==> src/rtl/status_pkt_pkg.sv <==
package status_pkt_pkg;
    typedef enum logic [1:0] {
        ST_IDLE = 2'd0,
        ST_REQ  = 2'd1,
        ST_SEND = 2'd2
    } tx_state_e;
endpackage

==> src/rtl/status_pkt_fmt.sv <==
module status_pkt_fmt
    import status_pkt_pkg::*;
#(
    parameter int STAT_W = 26,
    parameter int SEQ_W  = 6,
    parameter int IDX_W  = 2
) (
    input  tx_state_e            state,
    input  logic [IDX_W-1:0]     idx,
    input  logic [7:0]           addr_byte,
    input  logic [SEQ_W-1:0]     seq,
    input  logic [STAT_W-1:0]    shadow,
    output logic [7:0]           bus_byte
);
    localparam int LOW_W = 8 - SEQ_W;
    logic [31:0] padded;

    always_comb begin
        padded = '0;
        padded[STAT_W-1:0] = shadow;
    end

    always_comb begin
        bus_byte = 8'h00;
        unique case (state)
            ST_IDLE: bus_byte = 8'h00;
            ST_REQ:  bus_byte = addr_byte;
            ST_SEND: begin
                if (idx == '0)
                    bus_byte = {seq, padded[LOW_W-1:0]};
                else
                    bus_byte = padded[LOW_W + 8*(int'(idx)-1) +: 8];
            end
            default: bus_byte = 8'h00;
        endcase
    end
endmodule

==> src/rtl/status_pkt_tx.sv <==
module status_pkt_tx
    import status_pkt_pkg::*;
#(
    parameter int         STAT_W    = 26,
    parameter int         SEQ_W     = 6,
    parameter logic [7:0] BASE_ADDR = 8'h20
) (
    input  logic              clk,
    input  logic              rst,
    input  logic              trig,
    input  logic [1:0]        loc_sel,
    input  logic [STAT_W-1:0] status_in,
    input  logic              stat_start,
    output logic              stat_rq,
    output logic [7:0]        stat_ad
);
    localparam int PAY_BYTES = 4;
    localparam int IDX_W     = $clog2(PAY_BYTES);
    localparam logic [IDX_W-1:0] LAST_IDX = IDX_W'(PAY_BYTES - 1);

    tx_state_e          state;
    logic [IDX_W-1:0]   idx;
    logic [SEQ_W-1:0]   seq;
    logic               pend;
    logic [STAT_W-1:0]  shadow;
    logic [1:0]         loc;
    logic               last_byte;
    logic [7:0]         addr_byte;

    assign last_byte = (state == ST_SEND) && (idx == LAST_IDX);
    assign addr_byte = BASE_ADDR + {6'd0, loc};

    always_ff @(posedge clk) begin
        if (rst) begin
            state  <= ST_IDLE;
            idx    <= '0;
            seq    <= '0;
            pend   <= 1'b0;
            shadow <= '0;
            loc    <= '0;
        end else begin
            unique case (state)
                ST_IDLE: begin
                    if (trig) begin
                        state  <= ST_REQ;
                        shadow <= status_in;
                        loc    <= loc_sel;
                    end
                end
                ST_REQ: begin
                    if (trig) pend <= 1'b1;
                    if (stat_start) begin
                        state <= ST_SEND;
                        idx   <= '0;
                    end
                end
                ST_SEND: begin
                    idx <= idx + 1'b1;
                    if (idx == LAST_IDX) begin
                        seq <= seq + 1'b1;
                        if (pend || trig) begin
                            state  <= ST_REQ;
                            shadow <= status_in;
                            loc    <= loc_sel;
                            pend   <= 1'b0;
                        end else begin
                            state <= ST_IDLE;
                        end
                    end else if (trig) begin
                        pend <= 1'b1;
                    end
                end
                default: state <= ST_IDLE;
            endcase
        end
    end

    status_pkt_fmt #(
        .STAT_W (STAT_W),
        .SEQ_W  (SEQ_W),
        .IDX_W  (IDX_W)
    ) i_fmt (
        .state     (state),
        .idx       (idx),
        .addr_byte (addr_byte),
        .seq       (seq),
        .shadow    (shadow),
        .bus_byte  (stat_ad)
    );

    always_comb begin
        stat_rq = (state == ST_REQ);
    end

    // request and address byte hold until acknowledged
    assert_rq_hold_R3: assert property (@(posedge clk) disable iff (rst)
        (stat_rq && !stat_start) |=> (stat_rq && $stable(stat_ad)));

    // acknowledge drops the request on the next clock
    assert_rq_drop_R4: assert property (@(posedge clk) disable iff (rst)
        (stat_rq && stat_start) |=> !stat_rq);

    // sequence advances by one after each last byte
    assert_seq_step_R8: assert property (@(posedge clk) disable iff (rst)
        last_byte |=> (seq == $past(seq) + 1'b1));

    // start while idle does not begin a payload
    assert_start_idle_R11: assert property (@(posedge clk) disable iff (rst)
        (state == ST_IDLE && !trig) |=> (state == ST_IDLE));

    // nothing is queued while idle
    assert_no_pend_idle_R10: assert property (@(posedge clk) disable iff (rst)
        (state == ST_IDLE) |-> !pend);
endmodule

==> config.mk <==
export PLATFORM = sky130hd
export DESIGN_NAME = status_pkt_tx
export DESIGN_NICKNAME = d
export VERILOG_FILES = /design/src/rtl/status_pkt_pkg.sv /design/src/rtl/status_pkt_fmt.sv /design/src/rtl/status_pkt_tx.sv
export SDC_FILE = /design/constraint.sdc
export NUM_CORES = 1
export LEC_CHECK = 0
export BUFFER_PORTS_ARGS = -buffer_cell sky130_fd_sc_hd__buf_2
export CAP_MARGIN = 20
export CORE_MARGIN = 2
export CORE_UTILIZATION = 57
export CTS_BUF_LIST = sky130_fd_sc_hd__clkbuf_4 sky130_fd_sc_hd__clkbuf_8
export DETAILED_ROUTE_END_ITERATION = 8
export PLACE_DENSITY_LB_ADDON = 0.15
export RECOVER_POWER = 25
export SETUP_SLACK_MARGIN = 0.02
export SYNTH_ARGS = -nofsm -noshare
export SYNTH_HDL_FRONTEND = slang
export SYNTH_SLANG_ARGS = --single-unit
==> constraint.sdc <==
create_clock -name clk -period 2.1 [get_ports clk]
set_input_delay 0.315 -clock clk [delete_from_list [all_inputs] [get_ports clk]]
set_output_delay 0.315 -clock clk [all_outputs]
set_load 0.05 [all_outputs]
======== Yosys cells after proc, flatten, opt, wreduce, memory -nomap -nowiden ========
Cells that the tools add are included.
storage, ports and cells
  register bits ........................... 39
  input bits .............................. 32
  output and inout bits ................... 9
  logic and storage cells ................. 51
cells by class
  add/subtract/negate cells ............... 5
  eq/ne operators ......................... 8
  shift-type cells ........................ 1
  muxes and demuxes ....................... 21
  reduce and logical (&&, ||, !) cells .... 10
operators by type and width
  kind                                                                     count
  26-bit 2-to-1 mux                                                        3
  26-bit one-hot mux with 2 select lines                                   1
  3-bit by 32-bit adder with 32-bit output, first input constant           1
  32-bit by 32-bit variable part select with 8-bit output                  1
  8-bit one-hot mux with 2 select lines                                    1
  2-bit 2-to-1 mux                                                         7
  8-bit 2-to-1 mux                                                         1
  2-bit one-hot mux with 2 select lines                                    2
  6-bit by 2-bit adder with 7-bit output, first input constant             1
  6-bit by 1-bit adder with 6-bit output, second input constant            1
  2-bit one-hot mux with 3 select lines                                    1
  2-bit AND reduction                                                      3
  2-bit == test, second input constant                                     2
  2-bit logical NOT                                                        2
  1-bit 2-to-1 mux                                                         4
  2-bit by 1-bit inequality test with 1-bit output, second input constant  2
  2-bit inequality test, second input constant                             2
  4-bit AND reduction                                                      1
  2-bit nonzero test                                                       2
  3-bit by 2-bit inequality test with 1-bit output, second input constant  1
  3-bit AND reduction                                                      1
  2-bit by 1-bit subtractor with 3-bit output, second input constant       1
  2-bit by 1-bit adder with 2-bit output, second input constant            1
  2-bit by 1-bit == test with 1-bit output, second input constant          1
  2 further kinds                                                          2

======== Logic depth before layout (Yosys ltp) ========
Gate-level depths: netlist (run 1).
  depth in word-level cells ............... 5
  gate-level depth with buffers ........... 8
  gate-level depth less buffers ........... 6

======== Cells and area by module ========
Synthesis (run 1) repeated with hierarchy kept, for this count alone.
unflattened totals
  cells, all modules ...................... 250
  area total of the unflattened synthesis .. 2312.2 um2
modules (own cells, without submodules)
  module          times used  cells an instance  area each (um2)  seq. area each (um2)
  status_pkt_tx   1           180                1796.7           780.7
  status_pkt_fmt  1           70                 515.5            0.0

======== Worst setup path before layout (run 1) ========
No wires, ideal clock.
  kind .................................... reg2out
  start ................................... register idx[0]
  end ..................................... output stat_ad[0]
  data arrival time ....................... 2.580 ns
  data required time ...................... 1.785 ns
  slack ................................... -0.795 ns
  stages on the path, launching flop included .. 6
  buffers on the path ..................... 0
  path through ............................ dfxtp_1 > inv_1 > ha_1 > nor2b_1 > a31oi_1 > a211oi_1
between the ends
  cells in the longest elaborated chain, start to end .. 5
  elaborated cells on any way between the ends .. 6
  classes of those cells .................. add/sub: 2; shift: 1; mux: 2; reduce/logical: 1
ends and longest elaborated chain
  item                                                     RTL line              RTL
  from (decl)                                              status_pkt_tx.sv:22   logic [IDX_W-1:0] idx;
  from (signal assigned)                                   status_pkt_tx.sv:58   idx <= idx + 1'b1;
  2-bit by 1-bit subtractor with 3-bit output              status_pkt_fmt.sv:32  bus_byte = padded[LOW_W + 8*(int'(idx)-1) +: 8];
  3-bit by 32-bit adder with 32-bit output                 status_pkt_fmt.sv:32
  32-bit by 32-bit variable part select with 8-bit output  status_pkt_fmt.sv:32
  8-bit 2-to-1 mux (*)                                     status_pkt_fmt.sv:29  if (idx == '0)
  8-bit one-hot mux with 2 select lines (*)                status_pkt_fmt.sv:25  unique case (state)
  to (decl)                                                status_pkt_tx.sv:15   output logic [7:0] stat_ad
Mark *: on every way between the ends. The rest lies on a longest branch, timed or not.

======== Worst setup path after layout (run 1) ========
  start ................................... register idx[0]
  end ..................................... output stat_ad[5]
The elaborated chain is that of the path after synthesis.

==> qor.yml, run 1 <==
yosys:
  synth_fa_ha_area_frac: 0.04487
  ys_types: 34
  synth_mux_area_frac: 0.1705
  synth_top_family_by_area: "simple AND/OR/NAND/NOR gates"
  yosysTopAreaCell: "dfxtp_1"
  synth-xor-area-share: 0.02356
  synth.yosys.warnings: 0
  synth_area_leaders: "dfxtp_1 35%, mux2i_1 17%, nand2b_1 17%"
  postSynthCellCount: 246
  syn_nets: 286
  synth_top_area_share: 0.3500
  synth-simple-area-share: 0.2496
  ys_seq_elements: 39
  synth_compound_area_frac: 0.09591
  syn_avg_cell_area_um2: 9.069
  syn_area_um2: 2231
  yosysSeqAreaShare: 0.3500
timing:
  setup_viol: 7
  fmax_ghz: 0.4632
  tightest_slew_ns: 0.8249
  maxSlewHeadroom: 0.4501
  slew_violations: 0
  whs_ns: 0.2664
  finalHoldViolCount: 0
  skew_ns: 0.006282
  tns_ns: -0.2675
  fin_ws_ns: -0.05894
  rsz0062_at_grt: "true"
  min_period_over_period: 1.028
  min_period_ns: 2.159
finish:
  fin_area_um2: 2821
  seq_area_um2: 783.3
  mostFrequentLayoutCell: "nand2b_1"
  fin_util: 0.7593
  fillCellCount: 272
  nets: 331
  layout-drive-gt1-share: 0.3253
  final_cell_count_no_fill: 340
  diodes: 0
  multi_input_area_um2: 1466
  most-common-layout-cells: "59 x nand2b_1, 37 x mux2i_1, 37 x dfxtp_1"
  syn_to_final_growth_pct: 26.47
detailed_routing:
  drt-pass1-iter-count: 4
  drtIter0Drc: 77
  routed_wl_um: 4848
  via_count: 1812
  route.detailed.drc: 0
  wl_met2_um: 2388
  routed-wl-met3_um: 207
  top_layer: "met4"
  wl_per_cell_um: 14.26
  via_per_inst: 5.329
  wl_met1_um: 2175
  antenna_left: 0
clock_network:
  clk_pin_slew_ns: 0.08
  cts_tree: "yes"
  ctsHtreeMaxLevel: 2
  cts_made_buffers: 5
  root_buffer: "clkbuf_8"
  numClockSinks: 39
  insertion_delay_ns: 0.29
  cts_buffer_depth: 2
critical_path:
  endpoint_kind: "output port"
  timing.critical_path.mode_cell: "buf_6"
  cp_slowest_stage_delay_ns: 0.36
  critPathTopFamily: "flip-flops"
  worst-path-max-fanout: 8
  worst-path-buf-inv: 3
  path_cells: "inv_4 > ha_4 > buf_6 > mux2i_2 > nor2_2 > a21oi_2 > o22ai_2 > buf_6"
  crit_type: "register to output port"
  required_ns: 1.78
  cp-start-kind: "register"
  slowest_stage: "dfxtp_2"
  crit_arrival_ns: 1.84
run_status:
  status: "finished, violations left"
  failed_checks: "setup timing"
placement:
  post-place-ws_ns: 0.09893
  dp.cells: 323
  placed_area_um2: 2510
  globalplace.congestion: 0.9267
  io_buffer_count: 40
  post-dp-hpwl_um: 3203
die:
  io_pins: 41
  core-area_um2: 3716
  num_rows: 22
  die_x_um: 66.56
  die_h_um: 66.56
  initial_utilization: 0.6003
  dieArea_um2: 4430
grt:
  antenna_found_initial: 0
  grt.total_usage: 0.2350
  grt_overflow: 0
  grt_pass1_vias: 1772
  grt_max_degree: 68
  grt_pass1_wl_um: 7824
pwr:
  p_leak_nw: 1.168
  ir_drop_uv: 747.5
  p_total_mw: 2.643
  powerDensity_nw_per_um2: 936.8
flow_run:
  max_cap_violations: 0
min_path:
  worstHoldPathType: "primary input to register"
## cell families (layout without fill, tap and decap cells)
| kind of cell | Yosys count | count (layout) |
|---|---|---|
| compound gates | 32 | 32 |
| xor+xnor | 6 | 6 |
| fa+ha+maj | 8 | 8 |
| buf+inv | 25 | 71 |
| flops | 39 | 39 |
| mux | 38 | 38 |
| simple gates | 98 | 98 |
## state kept, by name (all words and copies together), names as in the netlist
register	cells
state	2
pend	1
idx	2
loc	2
seq	6
shadow	26
## metal layers
metal	track usage	up-vias
met1	0.2853	835
met5	0	-
met4	0.09184	0
met2	0.4050	47
met3	0.04730	8
li1	-	922
## where the power goes
part / switching [mW] / internal [mW] / leakage [nW]
clock: 0.282 / 0.358 / 0.0548
sequential: 0.103 / 0.870 / 0.320
combinational: 0.572 / 0.458 / 0.793
total: 0.957 / 1.69 / 1.17
## cells in the mapped netlist, drive strengths merged
master	n
nand2b	60
dfxtp	39
mux2i	38
nor2	16
inv	10
a21oi	9
clkbuf	9
ha	8
buf	6
nand2	6
nor3	5
xor2	5
a31oi	4
nand3b	4
o21ai	4
o22ai	4
a211oi	3
a22oi	2
a32oi	2
nand3	2
nand4	2
a2111oi	1
a21o	1
a311oi	1
and2	1
and3	1
nor2b	1
o221a	1
xnor2	1
## worst paths after layout
path / start / end / slack (ns) / cells after the start
max: idx[0]$_SDFFE_PP0P_ / stat_ad[5] / -0.06 / 8
min: status_in[23] / shadow[23]$_SDFFE_PP0P_ / 0.27 / 3
max reg2reg: idx[0]$_SDFFE_PP0P_ / shadow[15]$_SDFFE_PP0P_ / 0.06 / 7
min reg2reg: pend$_SDFFE_PP0P_ / pend$_SDFFE_PP0P_ / 0.48 / 2
## area by class of cell
class                           count  share of cell area
Clock inverter                      3             0.01641
Inverter                           10             0.01419
Multi-Input combinational cell    182              0.5197
Sequential cell                    39              0.2776
Tap cell                           48             0.02129
Timing Repair Buffer               53              0.1264
Clock buffer                        5             0.02439
## worst register-to-register path, cell delays in order, from the launching register on
cell and delay (ns):
dfxtp_2 0.34, buf_4 0.13, buf_4 0.16, ha_1 0.21
and2_0 0.32, a32oi_2 0.30, buf_12 0.25, mux2i_1 0.26
## repair_timing
item / in CTS / in global routing
setup endpoints to repair: 8 / 8
hold buffers: 0 / 0
pin swaps: 3 / 6
setup buffers: 6 / 3
gates resized for setup: 24 / 16
No activity file was read; power rests on OpenSTA's default activity.
==> run 2, diff against run 1 <==
--- a/config.mk
+++ b/config.mk
@@ -7,9 +7,8 @@
 export LEC_CHECK = 0
 export BUFFER_PORTS_ARGS = -buffer_cell sky130_fd_sc_hd__buf_2
 export CAP_MARGIN = 20
-export CORE_MARGIN = 2
-export CORE_UTILIZATION = 57
-export CTS_BUF_LIST = sky130_fd_sc_hd__clkbuf_4 sky130_fd_sc_hd__clkbuf_8
+export CORE_UTILIZATION = 55
+export CTS_BUF_LIST = sky130_fd_sc_hd__clkbuf_8 sky130_fd_sc_hd__clkbuf_16
 export DETAILED_ROUTE_END_ITERATION = 8
 export PLACE_DENSITY_LB_ADDON = 0.15
 export RECOVER_POWER = 25
==> run 2 against run 1 <==
The run still ends with setup timing left. Worst hold slack lost 0.00064 ns. Global-route usage is 0.38 points lower. Power fell by 5.3%. Clock power is 16% lower. Clock skew decreased by 0.0013 ns. Via count up 1.1%. First-iteration DRC count up 17%. Cell area down 1.6%. Register-to-register slack better by 0.07 ns. Non-clock buffer count fell by 1. Worst setup slack got worse by 0.040 ns. Maximum frequency down 1.8%.
==> qor.yml, run 2 (synthesis results as in run 1) <==
timing:
  tightest_slew_ns: 0.8357
  min_period_ns: 2.199
  maxSlewHeadroom: 0.4428
  rsz0062_at_grt: "true"
  setup_viol: 8
  fin_ws_ns: -0.09912
  tns_ns: -0.2872
  slew_violations: 0
  fmax_ghz: 0.4547
  skew_ns: 0.005007
  finalHoldViolCount: 0
  min_period_over_period: 1.047
  whs_ns: 0.2658
detailed_routing:
  via_count: 1832
  routed_wl_um: 4672
  via_per_inst: 5.404
  antenna_left: 0
  drt-pass1-iter-count: 5
  route.detailed.drc: 0
  drtIter0Drc: 90
  wl_per_cell_um: 13.78
critical_path:
  cp-startpoint: "idx[0]$_SDFFE_PP0P_"
  reg2reg_from: "idx[1]$_SDFFE_PP0P_"
  required_ns: 1.78
  crit_arrival_ns: 1.88
  worst-path-max-fanout: 6
  cp-start-kind: "register"
  crit_type: "register to output port"
  endpoint_kind: "output port"
pwr:
  ir_drop_uv: 700.2
  powerDensity_nw_per_um2: 902.1
  p_leak_nw: 1.160
clock_network:
  cts_buffer_depth: 2
  cts_tree: "yes"
  insertion_delay_ns: 0.29
  cts_made_buffers: 5
  cts-hold-fix-buffers: 0
  root_buffer: "clkbuf_8"
  numClockSinks: 39
  clk_pin_slew_ns: 0.08
  ctsHtreeMaxLevel: 2
placement:
  post-place-ws_ns: 0.07830
  post-dp-hpwl_um: 3182
  placed_area_um2: 2510
  globalplace.congestion: 0.8211
  io_buffer_count: 40
  dp.cells: 323
run_status:
  failed_checks: "setup timing"
  status: "finished, violations left"
finish:
  diodes: 0
  largest_reg_flops: 26
  nets: 330
  final_cell_count_no_fill: 339
  seq_area_um2: 783.3
  fillCellCount: 301
  top_register: "shadow"
  multi_input_area_um2: 1428
  top_regs: "shadow (26), seq (6)"
  most-common-layout-cells: "60 x nand2b_1, 38 x mux2i_1, 37 x dfxtp_1"
  layout-drive-gt1-share: 0.2990
  syn_to_final_growth_pct: 24.40
  mostFrequentLayoutCell: "nand2b_1"
  fin_area_um2: 2775
die:
  die_h_um: 65.69
  die_x_um: 65.69
  io_pins: 41
  num_rows: 22
  core-area_um2: 3771
  dieArea_um2: 4315
  initial_utilization: 0.5916
grt:
  grt_overflow: 0
  grt_pass1_vias: 1638
  grt_pass1_wl_um: 7479
  grt.total_usage: 0.2312
  grt_max_degree: 68
  antenna_found_initial: 0
min_path:
  worstHoldPathType: "primary input to register"
  hp-start: "loc_sel[0]"
flow_run:
  max_cap_violations: 0
run 2: layer usage:
metal  routed length, um  track usage  up-vias  part of all wire
li1                    -            -      921                 -
met1                2125       0.2887      853              0.45
met2                2277       0.3903       52              0.49
met3                 215      0.04340        6             0.046
met4                  54      0.08424        0             0.012
met5                   0            0        -                 0
run 2: layout make-up:
type | count | share of cell area
multi-input combinational | 182 | 0.5144
sequential | 39 | 0.2822
timing repair buffer | 52 | 0.1326
clock buffer | 6 | 0.02976
tap | 48 | 0.02164
inverter | 10 | 0.01353
clock inverter | 2 | 0.005861
run 2: repair_timing:
action,CTS,global route
buffers inserted,5,3
cloned,0,0
setup endpoints to repair,8,8
pin swaps,8,7
resized for setup,31,5
run 2: power by group:
group	switching [mW]	leakage, nW	internal (mW)
Sequential	0.0965	0.320	0.870
Combinational	0.557	0.792	0.441
Clock	0.272	0.0474	0.268
Total	0.925	1.16	1.58
run 2: critical path: stages (launching register included):
cell	delay [ns]
dfxtp_2	0.34
inv_2	0.06
ha_4	0.18
nand2b_1	0.21
nor3_2	0.24
a31oi_2	0.08
a211oi_4	0.29
buf_6	0.19
run 2: worst paths after layout:
kind | endpoint | slack (ns) | depth (start not counted)
worst max-delay path | stat_ad[1] | -0.1 | 7
worst min-delay path | loc[0]$_SDFFE_PP0P_ | 0.27 | 3
worst max register to register | shadow[7]$_SDFFE_PP0P_ | 0.13 | 7
worst min register to register | pend$_SDFFE_PP0P_ | 0.47 | 2
run 2: through the flow:
stage	total power [mW]	utilization
4_1_cts	2.485	0.7256
3_5_place_dp	1.891	0.6656
5_1_grt	2.641	0.7359
2_1_floorplan	1.741	-
3_3_place_gp	1.875	0.6656
6_report	2.504	0.7359
